==> src/rtl/mrw_init_pkg.sv <==
package mrw_init_pkg;

    typedef enum logic [1:0] {
        ST_IDLE,
        ST_WAIT,
        ST_ISSUE
    } seq_state_e;

    typedef enum logic [1:0] {
        GAP_MRD,
        GAP_RST,
        GAP_ZQ,
        GAP_END
    } gap_kind_e;

    localparam int STEP_COUNT = 5;

    // Mode-register address for each recipe step.
    function automatic logic [7:0] step_addr(input int unsigned step);
        case (step)
            0:       step_addr = 8'd63;
            1:       step_addr = 8'd10;
            2:       step_addr = 8'd1;
            3:       step_addr = 8'd2;
            default: step_addr = 8'd3;
        endcase
    endfunction

    // Opcode written at each step.
    function automatic logic [7:0] step_opcode(input int unsigned step);
        case (step)
            0:       step_opcode = 8'h00;
            1:       step_opcode = 8'hFF;
            2:       step_opcode = 8'h82;
            3:       step_opcode = 8'h04;
            default: step_opcode = 8'h01;
        endcase
    endfunction

    // Wait that follows a step once its last chip select is served.
    function automatic gap_kind_e step_tail_gap(input int unsigned step);
        case (step)
            0:       step_tail_gap = GAP_RST;
            1:       step_tail_gap = GAP_ZQ;
            4:       step_tail_gap = GAP_END;
            default: step_tail_gap = GAP_MRD;
        endcase
    endfunction

endpackage

==> src/rtl/mrw_step_decode.sv <==
module mrw_step_decode
    import mrw_init_pkg::*;
#(
    parameter int NUM_CS = 2,
    parameter int IDX_W  = 4,
    parameter int CS_W   = 1
) (
    input  logic [IDX_W-1:0] idx,
    output logic [CS_W-1:0]  cs,
    output logic [7:0]       ma,
    output logic [7:0]       op,
    output logic             last_cmd,
    output gap_kind_e        gap_after
);
    localparam int NUM_CMD = STEP_COUNT * NUM_CS;

    int unsigned step_w;
    int unsigned cs_w;

    always_comb begin
        step_w    = int'(idx) / NUM_CS;
        cs_w      = int'(idx) % NUM_CS;
        cs        = CS_W'(cs_w);
        ma        = step_addr(step_w);
        op        = step_opcode(step_w);
        last_cmd  = (int'(idx) == NUM_CMD - 1);
        gap_after = (cs_w == NUM_CS - 1) ? step_tail_gap(step_w) : GAP_MRD;
    end

endmodule

==> src/rtl/mrw_gap_timer.sv <==
module mrw_gap_timer #(
    parameter int CNT_W = 12
) (
    input  logic             clk,
    input  logic             rst_n,
    input  logic             load,
    input  logic [CNT_W-1:0] load_val,
    output logic             expired
);
    typedef struct packed {
        logic [CNT_W-1:0] cnt;
    } tmr_t;

    tmr_t tmr_d, tmr_q;

    always_comb begin
        tmr_d = tmr_q;
        if (load) begin
            tmr_d.cnt = load_val;
        end else if (tmr_q.cnt != '0) begin
            tmr_d.cnt = tmr_q.cnt - 1'b1;
        end
    end

    always_ff @(posedge clk or negedge rst_n) begin
        if (!rst_n) tmr_q <= '0;
        else        tmr_q <= tmr_d;
    end

    assign expired = (tmr_q.cnt == '0);

    // an unloaded, running count steps down by one per cycle
    p_count_down_r5: assert property (@(posedge clk) disable iff (!rst_n)
        (!load && tmr_q.cnt != '0) |=> (tmr_q.cnt == $past(tmr_q.cnt) - 1'b1));

endmodule

==> src/rtl/lpddr2_mrw_init.sv <==
module lpddr2_mrw_init
    import mrw_init_pkg::*;
#(
    parameter int NUM_CS       = 2,
    parameter int CKE_CYC      = 3,
    parameter int MRD_CYC      = 3,
    parameter int RST_WAIT_CYC = 4000,
    parameter int ZQ_WAIT_CYC  = 400,
    localparam int CS_W        = (NUM_CS > 1) ? $clog2(NUM_CS) : 1
) (
    input  logic            clk,
    input  logic            rst_n,
    input  logic            start,
    output logic            done,
    output logic            cmd_valid,
    output logic [CS_W-1:0] cmd_cs,
    output logic [7:0]      cmd_ma,
    output logic [7:0]      cmd_op,
    input  logic            cmd_ready
);
    localparam int NUM_CMD = STEP_COUNT * NUM_CS;
    localparam int IDX_W   = $clog2(NUM_CMD);
    localparam int MAX_A   = (CKE_CYC > MRD_CYC) ? CKE_CYC : MRD_CYC;
    localparam int MAX_B   = (RST_WAIT_CYC > ZQ_WAIT_CYC) ? RST_WAIT_CYC : ZQ_WAIT_CYC;
    localparam int MAX_W   = (MAX_A > MAX_B) ? MAX_A : MAX_B;
    localparam int CNT_W   = $clog2(MAX_W + 1);

    typedef struct packed {
        seq_state_e       state;
        logic [IDX_W-1:0] idx;
        logic             done;
    } seq_t;

    seq_t seq_d, seq_q;

    logic             tmr_load;
    logic [CNT_W-1:0] tmr_val;
    logic             tmr_expired;
    logic             last_cmd;
    gap_kind_e        gap_after;
    logic             accept;

    mrw_step_decode #(
        .NUM_CS (NUM_CS),
        .IDX_W  (IDX_W),
        .CS_W   (CS_W)
    ) u_decode (
        .idx       (seq_q.idx),
        .cs        (cmd_cs),
        .ma        (cmd_ma),
        .op        (cmd_op),
        .last_cmd  (last_cmd),
        .gap_after (gap_after)
    );

    mrw_gap_timer #(
        .CNT_W (CNT_W)
    ) u_timer (
        .clk      (clk),
        .rst_n    (rst_n),
        .load     (tmr_load),
        .load_val (tmr_val),
        .expired  (tmr_expired)
    );

    assign cmd_valid = (seq_q.state == ST_ISSUE);
    assign accept    = cmd_valid && cmd_ready;
    assign done      = seq_q.done;

    always_comb begin
        seq_d      = seq_q;
        seq_d.done = 1'b0;
        tmr_load   = 1'b0;
        tmr_val    = '0;
        unique case (seq_q.state)
            ST_IDLE: begin
                if (start) begin
                    seq_d.state = ST_WAIT;
                    seq_d.idx   = '0;
                    tmr_load    = 1'b1;
                    tmr_val     = CNT_W'(CKE_CYC - 1);
                end
            end
            ST_WAIT: begin
                if (tmr_expired) seq_d.state = ST_ISSUE;
            end
            ST_ISSUE: begin
                if (cmd_ready) begin
                    if (last_cmd) begin
                        seq_d.state = ST_IDLE;
                        seq_d.done  = 1'b1;
                    end else begin
                        seq_d.state = ST_WAIT;
                        seq_d.idx   = seq_q.idx + 1'b1;
                        tmr_load    = 1'b1;
                        case (gap_after)
                            GAP_RST: tmr_val = CNT_W'(RST_WAIT_CYC - 1);
                            GAP_ZQ:  tmr_val = CNT_W'(ZQ_WAIT_CYC - 1);
                            default: tmr_val = CNT_W'(MRD_CYC - 1);
                        endcase
                    end
                end
            end
            default: seq_d.state = ST_IDLE;
        endcase
    end

    always_ff @(posedge clk or negedge rst_n) begin
        if (!rst_n) begin
            seq_q.state <= ST_IDLE;
            seq_q.idx   <= '0;
            seq_q.done  <= 1'b0;
        end else begin
            seq_q <= seq_d;
        end
    end

    // a stalled command stays on the port unchanged
    p_hold_cmd_r4: assert property (@(posedge clk) disable iff (!rst_n)
        (cmd_valid && !cmd_ready) |=>
            (cmd_valid && $stable(cmd_cs) && $stable(cmd_ma) && $stable(cmd_op)));

    // each acceptance advances to the next entry of the recipe
    p_next_entry_r3: assert property (@(posedge clk) disable iff (!rst_n)
        (accept && !last_cmd) |=> (seq_q.idx == $past(seq_q.idx) + 1'b1));

    // done lasts a single cycle
    p_done_single_r8: assert property (@(posedge clk) disable iff (!rst_n)
        done |=> !done);

    // done only follows acceptance of the final command, with the port idle
    p_done_after_last_r8: assert property (@(posedge clk) disable iff (!rst_n)
        (accept && last_cmd) |=> (done && !cmd_valid));

    // start inside a running sequence does not move the recipe position
    p_start_ignored_r9: assert property (@(posedge clk) disable iff (!rst_n)
        (seq_q.state != ST_IDLE && start && !accept) |=> $stable(seq_q.idx));

endmodule

==> config.mk <==
export PLATFORM = sky130hd
export DESIGN_NAME = lpddr2_mrw_init
export DESIGN_NICKNAME = d
export VERILOG_FILES = /design/src/rtl/mrw_init_pkg.sv /design/src/rtl/mrw_step_decode.sv /design/src/rtl/mrw_gap_timer.sv /design/src/rtl/lpddr2_mrw_init.sv
export SDC_FILE = /design/constraint.sdc
export NUM_CORES = 1
export LEC_CHECK = 0
export CAP_MARGIN = 0
export CORE_MARGIN = 3
export CORE_UTILIZATION = 51
export CTS_CLUSTER_SIZE = 10
export DETAILED_ROUTE_END_ITERATION = 16
export HOLD_SLACK_MARGIN = 0.03
export PLACE_DENSITY = 0.78
export SLEW_MARGIN = 25
export SYNTH_ARGS = -nofsm -noshare
export SYNTH_HDL_FRONTEND = slang
export SYNTH_SLANG_ARGS = --single-unit
==> constraint.sdc <==
create_clock -name clk -period 2.2 [get_ports clk]
set_input_delay 0.33 -clock clk [delete_from_list [all_inputs] [get_ports clk]]
set_output_delay 0.33 -clock clk [all_outputs]
set_load 0.005 [all_outputs]
==> results of run 1 <==
timing repair:
action,in CTS,in global routing
resized for setup,1,2
hold buffers,0,0
setup buffers,0,1
setup endpoints to repair,4,4
worst reg2reg max path, cell delays in order, from the launching register on:
cell     delay [ns]
dfrtp_1        0.41
inv_1          0.13
ha_1           0.15
nor4b_1        0.33
nor4b_4        0.42
mux2_2         0.28
a21oi_1        0.05
power breakdown:
part	internal [mW]	switching [mW]	total, mW
Clock	0.0678	0.110	0.178
Combinational	0.340	0.329	0.669
Sequential	0.458	0.138	0.596
logic make-up (layout without fill, tap and decap cells):
kind of cell | after synthesis | count (layout) | synth area share
AND/OR/NAND/NOR | 49 | 49 | 0.2574
AO/OA/AOI/OAI | 21 | 21 | 0.1119
flip-flops | 19 | 19 | 0.3866
XOR/XNOR | 12 | 12 | 0.08545
other | 1 | 2 | 0.003049
adder cells (fa/ha/maj) | 5 | 5 | 0.05086
multiplexers | 1 | 1 | 0.009155
buffers and inverters | 21 | 37 | 0.09562
state kept, by name (all words and copies together), names as in the netlist:
name,count
u_timer.tmr_q,12
seq_q,6
done,1
path summary, 6_finish.rpt:
| path | endpoint | start |
|---|---|---|
| worst max-delay path | cmd_ma[2] | seq_q[2]$_DFFE_PN0P_ |
| worst min-delay path | u_timer.tmr_q[6]$_DFFE_PN0P_ | rst_n |
| worst max register to register | u_timer.tmr_q[9]$_DFFE_PN0P_ | u_timer.tmr_q[0]$_DFFE_PN0P_ |
| worst min register to register | done$_DFF_PN0_ | seq_q[5]$_DFFE_PN0P_ |
| max in group asynchronous | seq_q[2]$_DFFE_PN0P_ | rst_n |
| min in group clk | done$_DFF_PN0_ | seq_q[5]$_DFFE_PN0P_ |
through the flow:
step	hold slack [ns]	setup slack, ns	area (um2)	TNS [ns]
3_5_place_dp	0.5363	0.2883	1415	0
2_1_floorplan	0.03441	0.3845	1234	0
4_1_cts	0.3614	0.03422	1444	0
5_1_grt	0.3435	-0.005704	1455	-0.006152
6_report	0.3491	0.08468	1455	0
3_3_place_gp	0.5131	0.3477	1415	0
layout by cell type (no fill, tap or decap), types with 3 or more instances in the layout:
master            n
dfrtp_1          17
o21ai_0           4
clkdlybuf4s50_1  20
xor2_1            5
nand3_1           5
nand2_1           5
or3_1             4
inv_1             7
ha_1              5
nor2_1           10
clkbuf_4          3
o31ai_1           3
xnor2_1           7
buf_4             6
a21oi_1           5
nor3_1            3
layout make-up:
class	instances	area share
Multi-Input combinational cell	90	0.4420
Clock buffer	3	0.01548
Tap cell	28	0.02408
Timing Repair Buffer	26	0.1685
Inverter	7	0.01806
Clock inverter	1	0.003439
Sequential cell	19	0.3285
per-layer routing:
layer,vias to the layer above,share of wire
met4,0,0.0069
met5,-,0
li1,470,-
met2,22,0.49
met1,477,0.47
met3,2,0.038
==> metrics.md, run 1 <==
| Metric | Value |
|---|---|
| Drt initial violations | `22` |
| Non-Filler Instances | `174` |
| Core ar. | `around 2300 um2` |
| Synth cell count leaders | `dfrtp_1, nor2_1, buf_4, inv_1, xnor2_1` |
| TritonCTS Buffers | `3` |
| Via-per-instance ratio | `roughly 5.6` |
| Critical path depth | `3` |
| Final ANT Viol Nets | `0` |
| Post-synth ARST share | `1.000` |
| DRT Wirelength | `between 2000 and 2500 um` |
| Buffer and inverter count on the worst path | `2` |
| Critical path required time | `between 1.5 and 2 ns` |
| Die X | `between 50 and 60 um` |
| Cell family with most CP delay | `buffers and inverters` |
| DP Cell Count | `roughly 170` |
| H-tree depth | `1` |
| First-pass GRT wire length | `4008 um` |
| Fin. max-slew vios | `0` |
| Share of cells above drive strength 1 | `0.1438` |
| DRC | `0` |
| Area of the multi-input gates | `643.1 um2` |
| Met3 Use GR | `0.05094` |
| GPL Wtd Cong | `0.8113` |
| YS warnings | `0` |
| Die area | `3037 um2` |
| Clk_skew | `about 0.013 ns` |
| I/O pin count | `23` |
| ANT cells | `0` |
| Hpwl dp | `1879 um` |
| Clock Sinks | `19` |
| Worst-path clk slew | `0.12 ns` |
| GRT Total Usage | `0.1861` |
| Port Buffer Count | `20` |
| Vias | `971` |
| Final #Nets | `between 150 and 200` |
| Drt first pass iters | `4` |
| Crit path largest cell delay | `0.57 ns` |
| CTS tree | `done` |
| Worst Setup End Kind | `output pin` |
| WS Path Type | `flip-flop to output pin` |
| Max cap viols | `0` |
| Flops & latches, synth | `19` |
| CP Launch Type | `flip-flop` |
| Period minus WS final | `2.115 ns` |
| Final Hold Fails | `0` |
| Clock Latency Late Sink | `0.30 ns` |
| GR met2 Demand/Resource | `0.2874` |
| Fillers | `~190` |
| Mapped cell area | `1230 um2` |
| EDFF count, synth | `0` |
| Worst-path maximum fanout | `5` |
| CTS root buffer | `clkbuf_4` |
| Final setup fails | `0` |
| Starting Density | `0.5455` |
| Largest net degree at the start of global routing | `20` |
| Share of the yosys chip area belonging to registers | `0.3866` |
| Top area cells in the synthesized netlist | `dfrtp_1, ha_1, xnor2_1` |
| Area leader, netlist | `dfrtp_1` |
| Cells after Synth | `between 100 and 150` |
| Predominant post-synthesis flop cell | `dfrtp_1` |
| Area growth, synth to finish | `18.31%` |
| Synth top area share | `0.3866` |
| Final core utilization | `0.6454` |
| DR WL/cell | `14.20 um` |
| Crit path cell chain | `buf_4 -> nor3_1 -> clkdlybuf4s50_1` |
| Reg-to-reg slack, setup | `just over 0.3 ns` |
| Met1 GRT Util | `0.2504` |
| Reg2reg path depth | `6` |
| Avg Cell Area, Syn | `9.534 um2` |
| Seq. cell area | `478.0 um2` |
| Grt ovf | `0` |
| Number of global-route vias before repair | `847` |
| Status | `complete, no violations` |
| Count leader, synth | `dfrtp_1` |
| RSZ-0062 raised after global routing | `true` |
| Total power | `1.444 mW` |
| Synth unique cells | `43` |
| Longest Clk Path Bufs | `2` |
| Pwr Density | `992.2 nW/um2` |
| Period utilization | `0.9615` |
| Critical path arrival | `1.79 ns` |
| Crit path max-delay cell type | `clkdlybuf4s50_1` |
| Die Ht | `55.11 um` |
| Maximum clock rate | `~0.47 GHz` |
| GRT busiest layer | `met2` |
| Hold Crit Class | `input port to async pin` |
| Row count | `17` |
| Initial antenna violation count | `0` |
| Leak Pwr | `0.6509 nW` |
| Peak supply drop | `roughly 0.75 mV` |
(Power assumes the default switching activity.)
==> inputs of run 2 (changes only) <==
--- a/config.mk
+++ b/config.mk
@@ -6,12 +6,14 @@
 export NUM_CORES = 1
 export LEC_CHECK = 0
 export CAP_MARGIN = 0
+export CELL_PAD_IN_SITES_DETAIL_PLACEMENT = 0
+export CELL_PAD_IN_SITES_GLOBAL_PLACEMENT = 1
 export CORE_MARGIN = 3
-export CORE_UTILIZATION = 51
+export CORE_UTILIZATION = 39
 export CTS_CLUSTER_SIZE = 10
 export DETAILED_ROUTE_END_ITERATION = 16
 export HOLD_SLACK_MARGIN = 0.03
-export PLACE_DENSITY = 0.78
+export PLACE_DENSITY_LB_ADDON = 0.1
 export SLEW_MARGIN = 25
 export SYNTH_ARGS = -nofsm -noshare
 export SYNTH_HDL_FRONTEND = slang
==> run 2 against run 1 <==
Against the previous run:
- register-to-register slack got worse by 0.02 ns
- worst setup slack improved by 0.031 ns
- sequential share of layout area decreased by 0.53 points
- sequential power decreased by 1%
- non-clock buffer count decreased by 1
==> metrics.md, run 2 (synthesis gave the netlist of run 1 again) <==
| Metric | Value |
|---|---|
| Status | `complete, no violations` |
| Largest reg by FF count | `u_timer.tmr_q` |
| Final Hold Fails | `0` |
| Pwr Density | `965.7 nW/um2` |
| Port Buffer Count | `20` |
| Die Ht | `62.16 um` |
| Worst-path maximum fanout | `7` |
| Final ANT Viol Nets | `0` |
| Hpwl dp | `between 1500 and 2000 um` |
| DR WL/cell | `12.95 um` |
| WS Path Type | `flip-flop to output pin` |
| Final core utilization | `0.5128` |
| Initial antenna violation count | `0` |
| ANT cells | `0` |
| Via-per-instance ratio | `4.909` |
| First-pass GRT wire length | `4319 um` |
| Leak Pwr | `~0.65 nW` |
| Hold Crit Class | `input port to async pin` |
| CTS root buffer | `clkbuf_4` |
| GRT Total Usage | `0.1352` |
| Grt ovf | `0` |
| Final setup fails | `0` |
| Max reg flops | `12` |
| Clock Sinks | `19` |
| Regs by FF count | `u_timer.tmr_q (12), seq_q (6), done (1)` |
| Starting Density | `0.4276` |
| Vias | `918` |
| I/O pin count | `23` |
| Most frequent cells in the layout | `clkdlybuf4s50_1, dfrtp_1, nor2_1` |
| Fin. max-slew vios | `0` |
| Final #Nets | `155` |
| Peak supply drop | `0.5146 mV` |
| GPL Wtd Cong | `0.7883` |
| Worst-path clk slew | `around 0.10 ns` |
| Area growth, synth to finish | `19.94%` |
| Die X | `62.16 um` |
| Clk_skew | `0.004175 ns` |
| Longest Clk Path Bufs | `2` |
| Total power | `1.425 mW` |
| Reg2reg path depth | `6` |
| Drt initial violations | `41` |
| Critical path required time | `1.87 ns` |
| DRT Wirelength | `2422 um` |
| DRC | `0` |
| CP Launch Type | `flip-flop` |
| Largest net degree at the start of global routing | `20` |
| Max cap viols | `0` |
| Period utilization | `0.9476` |
| TritonCTS Buffers | `3` |
| Number of global-route vias before repair | `896` |
| Hold buffers post-CTS | `0` |
| Die area | `3863 um2` |
| Share of cells above drive strength 1 | `0.1241` |
| Hold_ws | `0.3583 ns` |
| Critical path arrival | `1.75 ns` |
| H-tree depth | `1` |
| Drt first pass iters | `4` |
| Period minus WS final | `2.085 ns` |
| Commonest non-fill, non-tap cell in the layout | `clkdlybuf4s50_1` |
| Maximum clock rate | `about 0.48 GHz` |
| Clock Latency Late Sink | `between 0.2 and 0.3 ns` |
| CTS tree | `done` |
| Worst Setup End Kind | `output pin` |
| Row count | `19` |
| Core ar. | `2877 um2` |
[run 2: changes by cell type in the layout (fill, tap and decap cells not counted)]
cell,previous run,this run
buf_4,6,4
clkinv_2,1,0
buf_12,0,1
dfrtp_1,17,18
dfrtp_2,2,1
clkbuf_1,0,1
[run 2: path summary, 6_finish.rpt]
check / startpoint / to / slack [ns]
min reg2reg: seq_q[5]$_DFFE_PN0P_ / done$_DFF_PN0_ / 0.54
max: seq_q[2]$_DFFE_PN0P_ / cmd_ma[5] / 0.12
min in group clk: seq_q[5]$_DFFE_PN0P_ / done$_DFF_PN0_ / 0.54
max in group asynchronous: rst_n / seq_q[2]$_DFFE_PN0P_ / 1.62
min: rst_n / u_timer.tmr_q[6]$_DFFE_PN0P_ / 0.36
max reg2reg: u_timer.tmr_q[0]$_DFFE_PN0P_ / u_timer.tmr_q[0]$_DFFE_PN0P_ / 0.29
[run 2: report_power, final]
group	total, mW	switching, mW	internal, mW
logic	0.663	0.323	0.341
registers	0.590	0.132	0.458
clock network	0.171	0.100	0.0706
[run 2: final cells by class]
class	instances	area, um2
Tap cell	42	52.55
Inverter	7	26.28
Multi-Input combinational cell	90	643.1
Sequential cell	19	476.7
Fill cell	268	1401
Clock buffer	4	26.28
Timing Repair Buffer	25	250.2
[run 2: worst max-delay path, cell delays in order, from the launching register on]
cell             delay, ns
dfrtp_2               0.43
buf_12                0.14
nor3_1                0.32
clkdlybuf4s50_1       0.57
[run 2: metrics by stage]
| stage | cells | TNS, ns | setup WS, ns | area, um2 |
|---|---|---|---|---|
| final | 187 | 0 | 0.1153 | 1475 |
| after global routing | 187 | -0.04817 | -0.01735 | 1475 |
| after CTS | 186 | 0 | 0.04785 | 1453 |
| after detailed placement | 182 | 0 | 0.2748 | 1425 |
| after global placement | 182 | 0 | 0.2842 | 1425 |
| after floorplan | 130 | 0 | 0.3845 | 1234 |
[run 2: routing by layer]
metal  vias up  global-route usage  routed length (um)
met5         -                   0                   0
met4         0             0.03315                  28
met3         4             0.03604                 100
met2        22              0.2043                1045
met1       422              0.1917                1248
li1        470                   -                   -
[run 2: timing repair]
item                       4_1_cts  5_1_grt
setup endpoints to repair        4        4
pin swaps                        0        0
resized for setup                1        1
buffers inserted                 0        1
